$ cat src/rtl/mhf_pkg.sv
package mhf_pkg;
  parameter int unsigned CRC_W = 32;
  parameter logic [CRC_W-1:0] CRC_POLY = 32'h04C1_1DB7;
  parameter logic [CRC_W-1:0] CRC_INIT = '1;

  // one byte, lsb first, msb-first register form
  function automatic logic [CRC_W-1:0] crc_byte(input logic [CRC_W-1:0] c_in,
                                                input logic [7:0] d);
    logic [CRC_W-1:0] c;
    logic fb;
    c = c_in;
    for (int i = 0; i < 8; i++) begin
      fb = c[CRC_W-1] ^ d[i];
      c  = {c[CRC_W-2:0], 1'b0} ^ (fb ? CRC_POLY : '0);
    end
    return c;
  endfunction
endpackage

$ cat src/rtl/mhf_crc_engine.sv
module mhf_crc_engine
  import mhf_pkg::*;
#(
  parameter int unsigned NBYTES = 6,
  parameter int unsigned HASH_W = 6
) (
  input  logic              clk_i,
  input  logic              rst_ni,
  input  logic              sof_i,
  input  logic              valid_i,
  input  logic [7:0]        data_i,
  output logic              done_o,
  output logic              mcast_o,
  output logic [HASH_W-1:0] hash_o
);
  localparam int unsigned CNT_W = $clog2(NBYTES + 1);
  localparam logic [CNT_W-1:0] CNT_LAST = CNT_W'(NBYTES);

  logic [CRC_W-1:0] crc_q;
  logic [CNT_W-1:0] cnt_q, cnt_nxt;
  logic             active_q, done_q, mcast_q, consume;

  assign consume = valid_i && (sof_i || active_q);
  assign cnt_nxt = sof_i ? CNT_W'(1) : cnt_q + CNT_W'(1);

  always_ff @(posedge clk_i or negedge rst_ni) begin
    if (!rst_ni) begin
      crc_q    <= CRC_INIT;
      cnt_q    <= '0;
      active_q <= 1'b0;
      done_q   <= 1'b0;
      mcast_q  <= 1'b0;
    end else begin
      done_q <= 1'b0;
      if (consume) begin
        crc_q    <= crc_byte(sof_i ? CRC_INIT : crc_q, data_i);
        cnt_q    <= cnt_nxt;
        active_q <= (cnt_nxt != CNT_LAST);
        done_q   <= (cnt_nxt == CNT_LAST);
        if (sof_i) mcast_q <= data_i[0];
      end
    end
  end

  assign done_o  = done_q;
  assign mcast_o = mcast_q;
  assign hash_o  = crc_q[CRC_W-1 -: HASH_W];

  AST_CNT_BOUND: assert property (@(posedge clk_i) disable iff (!rst_ni)
    cnt_q <= CNT_LAST);
  AST_DONE_AFTER_LAST: assert property (@(posedge clk_i) disable iff (!rst_ni)
    $rose(done_q) |-> $past(consume) && ($past(cnt_nxt) == CNT_LAST));
  AST_HASH_HELD: assert property (@(posedge clk_i) disable iff (!rst_ni)
    !consume |=> $stable(crc_q));
endmodule

$ cat src/rtl/mhf_table.sv
module mhf_table #(
  parameter int unsigned NREGS = 8,
  parameter int unsigned REG_W = 8,
  localparam int unsigned SEL_W = $clog2(NREGS),
  localparam int unsigned BIT_W = $clog2(REG_W)
) (
  input  logic                   clk_i,
  input  logic                   rst_ni,
  input  logic                   we_i,
  input  logic [SEL_W-1:0]       addr_i,
  input  logic [REG_W-1:0]       wdata_i,
  output logic [REG_W-1:0]       rdata_o,
  input  logic [SEL_W+BIT_W-1:0] idx_i,
  output logic                   bit_o
);
  logic [REG_W-1:0] regs_q [NREGS];

  for (genvar g = 0; g < NREGS; g++) begin : g_reg
    always_ff @(posedge clk_i or negedge rst_ni) begin
      if (!rst_ni)                                  regs_q[g] <= '0;
      else if (we_i && addr_i == SEL_W'(g))         regs_q[g] <= wdata_i;
    end
  end

  assign rdata_o = regs_q[addr_i];
  // upper index bits select the register, lower bits the bit
  assign bit_o   = regs_q[idx_i[SEL_W+BIT_W-1 -: SEL_W]][idx_i[BIT_W-1:0]];

  AST_WRITE_READBACK: assert property (@(posedge clk_i) disable iff (!rst_ni)
    we_i |=> (addr_i != $past(addr_i)) || (rdata_o == $past(wdata_i)));
endmodule

$ cat src/rtl/mcast_hash_filter.sv
module mcast_hash_filter #(
  parameter int unsigned NREGS  = 8,
  parameter int unsigned REG_W  = 8,
  parameter int unsigned NBYTES = 6,
  localparam int unsigned SEL_W  = $clog2(NREGS),
  localparam int unsigned HASH_W = $clog2(NREGS) + $clog2(REG_W)
) (
  input  logic              clk_i,
  input  logic              rst_ni,
  input  logic              sof_i,
  input  logic              byte_valid_i,
  input  logic [7:0]        byte_i,
  input  logic              pass_all_i,
  input  logic              reg_we_i,
  input  logic [SEL_W-1:0]  reg_addr_i,
  input  logic [REG_W-1:0]  reg_wdata_i,
  output logic [REG_W-1:0]  reg_rdata_o,
  output logic              res_valid_o,
  output logic              mcast_accept_o,
  output logic [HASH_W-1:0] hash_o
);
  logic              done, mcast, tbl_bit;
  logic [HASH_W-1:0] hash;

  mhf_crc_engine #(.NBYTES(NBYTES), .HASH_W(HASH_W)) u_crc (
    .clk_i  (clk_i),
    .rst_ni (rst_ni),
    .sof_i  (sof_i),
    .valid_i(byte_valid_i),
    .data_i (byte_i),
    .done_o (done),
    .mcast_o(mcast),
    .hash_o (hash)
  );

  // lookup reads the table state present in the result cycle
  mhf_table #(.NREGS(NREGS), .REG_W(REG_W)) u_tbl (
    .clk_i  (clk_i),
    .rst_ni (rst_ni),
    .we_i   (reg_we_i),
    .addr_i (reg_addr_i),
    .wdata_i(reg_wdata_i),
    .rdata_o(reg_rdata_o),
    .idx_i  (hash),
    .bit_o  (tbl_bit)
  );

  assign res_valid_o    = done;
  assign hash_o         = hash;
  assign mcast_accept_o = done && mcast && (pass_all_i || tbl_bit);

  AST_VALID_PULSE: assert property (@(posedge clk_i) disable iff (!rst_ni)
    res_valid_o |=> !res_valid_o);
  AST_HASH_STABLE_AFTER: assert property (@(posedge clk_i) disable iff (!rst_ni)
    res_valid_o && !byte_valid_i |=> $stable(hash_o));
endmodule

$ cat config.mk
export PLATFORM = sky130hd
export DESIGN_NAME = mcast_hash_filter
export DESIGN_NICKNAME = d
export VERILOG_FILES = /design/src/rtl/mhf_pkg.sv /design/src/rtl/mhf_crc_engine.sv /design/src/rtl/mhf_table.sv /design/src/rtl/mcast_hash_filter.sv
export SDC_FILE = /design/constraint.sdc
export NUM_CORES = 1
export LEC_CHECK = 0
export BUFFER_PORTS_ARGS = -buffer_cell sky130_fd_sc_hd__buf_2
export CAP_MARGIN = 20
export CORE_UTILIZATION = 40
export CTS_BUF_LIST = sky130_fd_sc_hd__clkbuf_4
export CTS_CLUSTER_SIZE = 12
export DETAILED_ROUTE_END_ITERATION = 8
export GPL_ROUTABILITY_DRIVEN = 0
export HOLD_SLACK_MARGIN = 0.05
export MAX_ROUTING_LAYER = met4
export PLACE_DENSITY = 0.56
export SYNTH_ARGS = -nofsm -noshare
export SYNTH_HDL_FRONTEND = slang
export SYNTH_SLANG_ARGS = --single-unit
$ cat constraint.sdc
create_clock -name clk_i -period 2.2 [get_ports clk_i]
set_clock_uncertainty 0.05 [all_clocks]
set_input_delay 0.22 -clock clk_i [delete_from_list [all_inputs] [get_ports clk_i]]
set_output_delay 0.22 -clock clk_i [all_outputs]
set_load 0.01 [all_outputs]
==> Word level (Yosys, flattened, before mapping) <==
Index checks and enable logic that the tools add are counted.
Widths: inputs -> output; s select.
{ "totals": {"elab_cells": 78, "register_bits": 102, "inputBits": 25} }
{ "classes": {"add_sub_neg": 1, "n_reduce_logical": 15, "n_bitwise": 18, "n_lt_le_gt_ge": 3, "muxes": 19, "eq_ne": 9} }
{ "ops": {"columns": ["cell", "n"], "rows": [
  ["$xor 32x32->32", 8],
  ["$mux 27", 8],
  ["$bmux 8 s3", 2],
  ["$mux 32", 1],
  ["$mux 8", 4],
  ["$eq 3x3->1 const B", 5],
  ["$logic_and 1x1->1", 11],
  ["$ge 4x4->1 const B", 2],
  ["$not 3->4", 2],
  ["$xor 1x1->1", 8],
  ["$eq 3x2->1 const B", 2],
  ["$lt 3x4->1 const B", 1],
  ["$add 3x1->3 const B", 1],
  ["$bmux 1 s3", 1],
  ["$eq 3x1->1 const B", 1],
  ["$logic_not 3->1", 1],
  ["$mux 3", 1],
  ["$ne 3x3->1 const B", 1],
  ["$logic_or 1x1->1", 2],
  ["$mux 1", 2],
  ["$reduce_and 2->1", 1]
]} }

==> Longest topological paths before layout <==
Gate-level depths: netlist (run 1).
{ "logic_depth": {"depth_word": 25, "ltp_mapped": 8, "ltp_nobuf": 6} }

==> Modules after synthesis <==
From an unflattened synthesis (run 1), not the netlist that was laid out.
{ "hier_totals": {"hier_cells": 493, "hier_area_um2": 6120.9} }
{ "modules_own_cells": {"columns": ["mod", "area_per_inst_um2", "instances", "seq_area_each_um2", "cells_per_inst"], "rows": [
  ["mhf_table", 3542.1, 1, 1601.5, 217],
  ["mhf_crc_engine", 2568.7, 1, 991.0, 275],
  ["mcast_hash_filter", 10.0, 1, 0.0, 1]
]} }

==> Least setup slack after synthesis (run 1) <==
Ideal clock, no wire load.
{ "synth_path": {"kind": "register to output", "startpoint": "register u_crc.crc_q[30]", "endpoint": "output mcast_accept_o", "required_time_ns": 1.930, "path_stages_with_launch": 8, "path_buffers": 2, "setup_slack_ns": -0.122, "arrival_time_ns": 2.052, "cell_sequence": "dfstp_2 -> buf_4 -> clkbuf_1 -> mux4_2 -> mux2i_1 -> nor4_1 -> a2111oi_0 -> a31oi_1"} }
{ "synth_via": {"elab_chain_cells": 8} }
{ "synth_rtl": {"columns": ["item", "line_no", "rtl"], "rows": [
  ["start: declaration", "mhf_crc_engine.sv:19", "logic [CRC_W-1:0] crc_q;"],
  ["start signal: assignment", "mhf_crc_engine.sv:36", "crc_q <= crc_byte(sof_i ? CRC_INIT : crc_q, data_i);"],
  ["$not 3->4 (not written as such)", "mhf_table.sv:27", "assign bit_o = regs_q[idx_i[SEL_W+BIT_W-1 -: SEL_W]][idx_i[BIT_W-1:0]];"],
  ["$bmux 8 s3", "mhf_table.sv:27", null],
  ["$mux 8 (not written as such) (2 in series)", "mhf_table.sv:27", null],
  ["$bmux 1 s3", "mhf_table.sv:27", null],
  ["$mux 1 (not written as such)", "mhf_table.sv:27", null],
  ["$logic_or 1x1->1", "mcast_hash_filter.sv:50", "assign mcast_accept_o = done && mcast && (pass_all_i || tbl_bit);"],
  ["$logic_and 1x1->1", "mcast_hash_filter.sv:50", null],
  ["end: declaration", "mcast_hash_filter.sv:19", "output logic mcast_accept_o,"]
]} }
No other way between the ends. The select of a mux whose other input is x is not followed.

==> Final worst setup path (run 1) <==
{ "layout_path": {"startpoint": "register u_crc.crc_q[29]", "endpoint": "output mcast_accept_o"} }
The elaborated chain is that of the path after synthesis.

==> out/results.ini, run 1 <==
[outcome]
status = finished with violations
violations = DRC, setup timing

[placed_design]
port_buffers = 40
placed_cells = 722
hpwl_um = 10200
post-place-ws_ps = -249
placedInstanceArea_um2 = 6730

[timing]
final.min_clock_period_ps = 2930
fmax_mhz = 341
rsz0062_at_grt = yes
worst_pin_slew_ps = 603
whs_ps = 83.0
fin_ws_ps = -733
setup_violations = 1
finalCritPeriodShare = 1.33
hold_viol = 0
slew-limit-headroom = 0.592
slew_viol_final = 0

[cts]
insertion_delay_ps = 490
cts_root_buf = clkbuf_4
h-tree-depth = 3
cts_buffers = 9
clk_path_buf_depth = 2
clkSinkCount = 102
path_clk_slew_ps = 160
cts_tree = done

[global_routing]
groute.usage.overall = 0.202
grt_antenna_before_repair = 0
grt_pass1_wl_um = 23300
grt_start_max_net_pins = 65
grt_remaining_overflow = 0
grt_pass1_vias = 4122

[pwr]
power_density_nw_per_um2 = 1290
power_mw = 9.13
p_leak_nw = 2.87
vdd.ir_drop.worst_v = 0.000490

[floorplanning]
fp.dieW_um = 125
ios = 41
core_area_um2 = 14600
fp.dieH_um = 125
die_area_um2 = 15600
start_util = 0.412
rows = 44

[route]
first_iter_violations = 186
drt-total-wl_um = 14200
drc_errors = 2
viasPerCell = 5.24
vias = 3948
drt_first_pass_iters = 7
ant_nets = 0
wl_per_cell_um = 18.8

[synth]
synth_top_area_frac = 0.290
syn-num-nets = 508
postSynthAreaPerCell_um2 = 12.5
synth_warnings = 0
synth_compound_area_frac = 0.0425
async_flop_share = 1.00
synth_fa_ha_area_frac = 0.00207
yosysMostFrequentCell = mux2_2
synth_area_leader_cell = dfrtp_1
synth_xor_area_frac = 0.156
ys.flop_type = dfrtp_1
syn_inst = 482
ys_seq_area_frac = 0.430
synth_top_family_by_area = multiplexers
yosysUniqueCellTypes = 42
muxShareOfSynthArea = 0.259
yosys.area_share.simple = 0.0786
synth_edf_count = 0
synth-seq-cells = 102
synth_commonest_cells = mux2_2, dfrtp_1, xnor2_1
synth_area_leaders = dfrtp_1, dfstp_2, mux2_2, mux4_2, xnor2_1
syn_area_um2 = 6030

[worst_setup_path]
cp-start-kind = flip-flop
path_class = reg -> out
critPathMaxFanout = 5
end_kind = output pin
crit_arrival_ps = 2660
cp.required_ps = 1930

[final_layout]
design_area_um2 = 7090
n_fill_cell = 1338
diodes = 0
instances_no_fill = 754
drive_above_1_share = 0.486
area_growth_pct = 17.5
fin_nets = 591

[flow_run]
max_cap_viol_count = 0

[min_path]
hold_path_class = in -> reg

flip-flops by register name (all words and copies together), names as in the netlist:
register / flops
u_crc.crc_q: 32
u_crc.active_q: 1
u_crc.done_o: 1
u_crc.mcast_o: 1
u_crc.cnt_q: 3
u_tbl.regs_q: 64
per-stage QoR:
stage / TNS, ps / util
final: -733 / 0.484
after global routing: -936 / 0.484
after CTS: -814 / 0.477
after detailed placement: -249 / 0.459
after global placement: -227 / 0.459
after floorplan: -8.85 / -
final timing paths:
| kind | start | endpoint | slack (ps) | cells after the start |
|---|---|---|---|---|
| setup / recovery | u_crc.crc_q[29] | mcast_accept_o | -730 | 6 |
| hold / removal | byte_i[7] | u_crc.crc_q[22] | 80 | 3 |
| setup reg to reg | u_crc.crc_q[30] | u_crc.crc_q[11] | 80 | 8 |
| hold reg to reg | u_crc.crc_q[9] | u_crc.crc_q[9] | 420 | 2 |
| max in group asynchronous | rst_ni | u_crc.crc_q[4] | 1280 | 3 |
| min in group asynchronous | rst_ni | u_tbl.regs_q[55] | 130 | 2 |
critical path, cell delays in order, from the launching register on:
cell       delay (ps)
dfstp_2           650
mux4_2            530
a22oi_2           210
a31oi_4           130
a2111oi_4         350
a31oi_1           140
buf_2             160
kinds of logic after synthesis:
group,after synthesis
AO/OA/AOI/OAI,46
buffers and inverters,38
XOR/XNOR,87
multiplexers,107
adder cells (fa/ha/maj),1
AND/OR/NAND/NOR,101
flip-flops,102
metal layers:
layer | share of wire | GRT usage | up-vias
met4 | 0.0085 | 0.0502 | 0
li1 | - | - | 1857
met2 | 0.51 | 0.332 | 79
met5 | 0 | - | -
met1 | 0.44 | 0.254 | 2004
met3 | 0.041 | 0.0460 | 8
layout by cell type (no fill, tap or decap), drive strengths merged, types with 5 or more instances in the layout:
master and n:
dfrtp 70, clkbuf 11, nand3 8, dfstp 32, mux2 73, mux4 32, xnor2 70, buf 96
o21ai 33, xor2 15, dlygate4sd3 13, clkinv 5, nor2 37, nand2 39
area by class of cell:
class / instances / area, µm² / share of cell area
multi-input cells: 342 / 3320 / 0.469
clock buffers: 11 / 82.6 / 0.0116
clock inverters: 5 / 27.5 / 0.00388
repair buffers: 109 / 828 / 0.117
well taps: 184 / 230 / 0.0325
flip-flops and latches: 102 / 2590 / 0.366
inverters: 1 / 3.75 / 0.000529
repair_timing:
action / 4_1_cts / 5_1_grt
gates resized for setup: 6 / 14
endpoints found under the setup margin: 5 / 11
setup buffers: 0 / 3
hold buffers: 13 / 0
pin swaps: 3 / 5
hold endpoints to repair: 161 / 0
power breakdown:
part | internal [mW] | leakage (nW) | switching (mW)
sequential | 2.70 | 1.18 | 0.485
combinational | 2.80 | 1.63 | 2.26
clock | 0.252 | 0.0680 | 0.640
total | 5.75 | 2.87 | 3.38
Power figures use the tool's default switching activity.
==> run 2, diff against run 1 <==
- CORE_ASPECT_RATIO: default -> 0.5
==> run 2 against run 1 <==
- the run ends with setup timing left
- sequential power is 2% higher
- critical path depth up 3
- global-route usage shrank 0.25 points
- final cell count up 4.0%
- sequential share of layout area down 1.3 points
- count of clock-buffer cells in the layout is 1 lower
- non-clock buffer count rose by 15
- combinational power grew 3%
- flip-flop and latch count unchanged
- core utilization is 2.0 points higher
- clock power up 7.0%
- highest routed layer unchanged
==> out/results.ini, run 2 (synthesis gave the netlist of run 1 again) <==
[worst_setup_path]
slowest_delay_ps = 640
cpMaxStageDelayCell = dfstp_2
critPathMaxFanout = 4
path_buf_inv = 4
crit_chain = buf_6 -> buf_16 -> mux4_2 -> nand2_1 -> a31oi_1 -> a2111oi_2 -> buf_4 -> a31oi_4 -> buf_6
end_kind = output pin
path_class = reg -> out
timing.critical_path.mode_cell = buf_6
cp.required_ps = 1930
cp-start-kind = flip-flop
crit_arrival_ps = 2760
critPathTopFamily = flip-flops

[final_layout]
fin_nets = 606
largest_register_ffs = 64
instances_no_fill = 784
layout_common_cells = mux2_2, dfrtp_1, buf_4
largestRegisters = u_tbl.regs_q x64, u_crc.crc_q x32, u_crc.cnt_q x3
top_register = u_tbl.regs_q
drive_above_1_share = 0.503
area_growth_pct = 21.9

[route]
wl_per_cell_um = 17.8
vias = 3956
highest_layer = met4
wl_met3_um = 455
wl_met1_um = 6710
first_iter_violations = 233
viasPerCell = 5.05
drt_first_pass_iters = 4
wl_met2_um = 6670
ant_nets = 0
drc_errors = 0
drt-total-wl_um = 13900

[timing]
fin_ws_ps = -830
finalCritPeriodShare = 1.38
slew-limit-headroom = 0.638
hold_viol = 0
rsz0062_at_grt = yes
worst_pin_slew_ps = 544
tns_ps = -830
setup_violations = 1
slew_viol_final = 0
fmax_mhz = 330
final.min_clock_period_ps = 3030

[pwr]
vdd.ir_drop.worst_v = 0.000394
p_sw_mw = 3.46
power_density_nw_per_um2 = 1280
p_clk_frac = 0.101
p_comb_frac = 0.555
p_int_mw = 5.95
p_leak_nw = 2.99
p_seq_frac = 0.343
sw_frac_of_total = 0.368

[floorplanning]
start_util = 0.414
fp.dieW_um = 176
ios = 41
core_area_um2 = 14600
fp.dieH_um = 88.8
die_area_um2 = 15600
rows = 31

[cts]
cts_tree = done
clkSinkCount = 102
cts_buffers = 9
cts_root_buf = clkbuf_4
clk_path_buf_depth = 2
insertion_delay_ps = 460
path_clk_slew_ps = 170
h-tree-depth = 3

[flow_run]
max_cap_viol_count = 0

[global_routing]
groute.usage.overall = 0.200
grt_start_max_net_pins = 65
grt_pass1_vias = 3930
grt_pass1_wl_um = 22500
grt_remaining_overflow = 0
grt_antenna_before_repair = 0

[placed_design]
placed_cells = 747
hpwl_um = 10200
port_buffers = 40

[min_path]
hold_path_class = in -> reg

[outcome]
status = finished with violations
violations = setup timing

[run 2: cell types whose count changed in the layout (fill, tap and decap cells not counted), moves of 2 or more]
cell / previous run / this run
buf_4: 48 / 59
buf_12: 4 / 9
buf_2: 38 / 35
clkinv_2: 3 / 0
buf_6: 6 / 8
inv_6: 0 / 2
mux2_2: 72 / 70
mux2_4: 1 / 3
xnor2_2: 9 / 7
[run 2: cell type report]
type	instances	area, µm²
Sequential cell	102	2590
Antenna cell	1	2.50
Timing Repair Buffer	124	1040
Multi-Input combinational cell	342	3350
Fill cell	1340	7230
Inverter	1	3.75
Tap cell	198	248
Clock buffer	10	75.1
Clock inverter	6	53.8
[run 2: worst min-delay path: stages]
cell and delay (ps):
buf_2 180, xnor2_1 130, o21ai_0 70
[run 2: worst paths after layout]
kind                            slack, ps              end       startpoint  cells after the start
worst max-delay path                 -830   mcast_accept_o  u_crc.crc_q[29]                      9
worst min-delay path                   80  u_crc.crc_q[21]        byte_i[2]                      3
worst max register to register        100  u_crc.crc_q[12]  u_crc.crc_q[29]                      8
worst min register to register        420   u_crc.crc_q[9]   u_crc.crc_q[9]                      2
max in group asynchronous            1160  u_crc.crc_q[12]           rst_ni                      3
min in group asynchronous             210  u_tbl.regs_q[1]           rst_ni                      2
[run 2: power by group through the flow]
stage	Combinational, mW	Clock, mW	Sequential, mW
after floorplan	3.71	0	3.01
after global placement	4.83	0	3.24
after detailed placement	4.88	0	3.26
after CTS	5.06	1.00	3.22
after global routing	5.69	1.07	3.32
final	5.23	0.953	3.23
[run 2: routing by layer]
metal | up-vias | global-route usage
li1 | 1887 | -
met1 | 1988 | 0.267
met5 | - | -
met4 | 0 | 0.0411
met3 | 15 | 0.0361
met2 | 66 | 0.320
[run 2: timing repair]
action | 4_1_cts | 5_1_grt
setup buffers | 2 | 6
endpoints found under the hold margin | 106 | 0
cloned | 1 | 0
resized for setup | 9 | 16
pin swaps | 1 | 7
hold buffers | 12 | 0
setup endpoints to repair | 3 | 8
[run 2: stage by stage]
step           power [mW]  hold WS, ps  setup slack, ps   util  area, µm²
2_1_floorplan        6.71         -126            -8.85      -       6040
4_1_cts              9.29         53.5             -907  0.495       7220
3_5_place_dp         8.14          199             -395  0.473       6900
5_1_grt              10.1         75.4             -915  0.504       7350
3_3_place_gp         8.07          192             -380  0.473       6900
6_report             9.41         80.9             -830  0.504       7360
==> run 3, diff against run 2 <==
- ABC_AREA: default -> 1
- CORE_MARGIN: default -> 10
==> run 3 against run 2 <==
- the flow still finishes with violations (setup timing)
- die area is 33% higher
- core utilization is 2.3 points lower
- final cell count is 34% higher
- critical path depth is 4 higher
- routed wire length is 25% higher
- critical endpoint unchanged
- largest power group unchanged
==> out/results.ini, run 3 <==
[final_layout]
largestRegisters = u_tbl.regs_q x64, u_crc.crc_q x32, u_crc.cnt_q x3
largest_register_ffs = 64
fin_nets = 876
layout_common_cells = nand2_1, o21ai_0, nand3_1
final_common_cell = nand2_1
design_area_um2 = 7060
area_growth_pct = 16.2
multi_input_comb_area_um2 = 3180
diodes = 0
seqCellArea_um2 = 2590
top_register = u_tbl.regs_q
instances_no_fill = 1053
n_fill_cell = 1457
drive_above_1_share = 0.195
final_core_util = 0.482

[pwr]
vdd.ir_drop.worst_v = 0.000400
power_density_nw_per_um2 = 1160
p_int_mw = 4.66
p_leak_nw = 3.35
p_seq_frac = 0.369
power_mw = 8.18
p_clk_frac = 0.126
p_comb_frac = 0.504
sw_frac_of_total = 0.430
p_sw_mw = 3.52

[synth]
ys_seq_area_frac = 0.427
synth_commonest_cells = nand2_1, o21ai_0, nand3_1
yosysUniqueCellTypes = 41
synth_area_leader_cell = dfrtp_1
ys.flop_type = dfrtp_1
synth-seq-cells = 102
syn-num-nets = 819
synth_top_area_frac = 0.288
synth_edf_count = 0
yosysMostFrequentCell = nand2_1
synth_area_leaders = dfrtp_1, nand2_1, dfstp_2, o21ai_0, nand3_1
syn_inst = 793
syn_area_um2 = 6080
postSynthAreaPerCell_um2 = 7.66
async_flop_share = 1.00
synth_warnings = 0

[global_routing]
groute.usage.overall = 0.173
grt_pass1_vias = 5320
grt_start_max_net_pins = 44
grt_antenna_before_repair = 0
grt_pass1_wl_um = 28500
grt_remaining_overflow = 0

[floorplanning]
rows = 31
die_area_um2 = 20800
ios = 41
core_area_um2 = 14700
fp.dieH_um = 107
fp.dieW_um = 194
start_util = 0.415

[worst_setup_path]
rrSetupSlack_ps = 100
endpoint = mcast_accept_o
crit_path_start = u_crc.crc_q[29]
rr_startpoint = u_crc.crc_q[30]
crit_arrival_ps = 2230
cp.required_ps = 1930
cp-start-kind = flip-flop
r2r_end = u_crc.crc_q[11]
critPathMaxFanout = 16
end_kind = output pin
path_class = reg -> out
r2r.worst_path.cells = 10

[timing]
worst_pin_slew_ps = 594
fin_ws_ps = -298
slew_viol_final = 0
final.min_clock_period_ps = 2500
hold_viol = 0
finalCritPeriodShare = 1.14
setup_violations = 1
fmax_mhz = 400
tns_ps = -298
rsz0062_at_grt = yes
slew-limit-headroom = 0.603

[cts]
cts_tree = done
h-tree-depth = 3
clk_path_buf_depth = 2
clkSinkCount = 102
insertion_delay_ps = 480
cts_root_buf = clkbuf_4
path_clk_slew_ps = 170
cts_buffers = 9

[route]
vias = 5427
first_iter_violations = 395
drt-total-wl_um = 17500
ant_nets = 0
drc_errors = 0
viasPerCell = 5.15
wl_per_cell_um = 16.6
drt_first_pass_iters = 5

[min_path]
worstHoldStart = reg_wdata_i[4]
hold_path_class = in -> reg

[placed_design]
hpwl_um = 12200
port_buffers = 40
placed_cells = 1019
placedInstanceArea_um2 = 6590

[outcome]
status = finished with violations
violations = setup timing

[flow_run]
max_cap_viol_count = 0

run 3: metal layers:
metal,vias up,wire length (µm),global-route usage
met3,28,829,0.0348
li1,2681,-,-
met2,140,8330,0.284
met4,0,272,0.0420
met1,2578,8030,0.216
met5,-,0,-
run 3: cells by family after synthesis:
| logic type | Yosys count | synth area share |
|---|---|---|
| adder cells (fa/ha/maj) | 1 | 0.00206 |
| AND/OR/NAND/NOR | 409 | 0.290 |
| buffers and inverters | 96 | 0.0679 |
| flip-flops | 102 | 0.427 |
| XOR/XNOR | 53 | 0.0918 |
| AO/OA/AOI/OAI | 132 | 0.122 |
run 3: timing repair:
item	in CTS	in global routing
cloned	2	0
hold endpoints to repair	86	1
hold buffers	8	1
setup endpoints to repair	1	9
pin swaps	5	7
setup buffers	6	1
gates resized for setup	12	13
run 3: how the worst min path moves through the flow:
stage / end / depth (start not counted)
global placement: u_crc.crc_q[18] / 1
global route: u_tbl.regs_q[4] / 3
finish: u_tbl.regs_q[4] / 3
floorplan: u_crc.active_q / 0
CTS: u_tbl.regs_q[0] / 3
detailed placement: u_crc.crc_q[18] / 1
run 3: critical path, stage by stage (launching register included):
cell	delay, ps
dfstp_2	630
inv_4	70
buf_12	150
nand2_1	50
nand3_1	90
nand3_1	100
nand3_1	90
nand2_1	90
nand2_1	50
nand3_1	90
nand3_2	100
nand2_1	70
inv_1	30
buf_2	130
run 3: final cells by class:
type / instances / area share
clock buffers: 9 / 0.00957
clock inverters: 7 / 0.0103
inverters: 54 / 0.0296
multi-input cells: 595 / 0.450
flip-flops and latches: 102 / 0.367
well taps: 198 / 0.0351
repair buffers: 88 / 0.0985
run 3: power groups by stage:
stage / combinational, mW / sequential, mW / clock, mW
finish: 4.13 / 3.02 / 1.03
global route: 4.63 / 3.09 / 1.14
CTS: 4.01 / 3.01 / 1.07
detailed placement: 3.64 / 3.05 / 0
global placement: 3.61 / 3.04 / 0
floorplan: 2.77 / 2.90 / 0
run 3: stage by stage:
stage	setup slack (ps)	hold WS (ps)
final	-298	78.5
after CTS	-273	56.8
after global placement	147	287
after detailed placement	155	293
after global routing	-416	67.0
after floorplan	289	-126
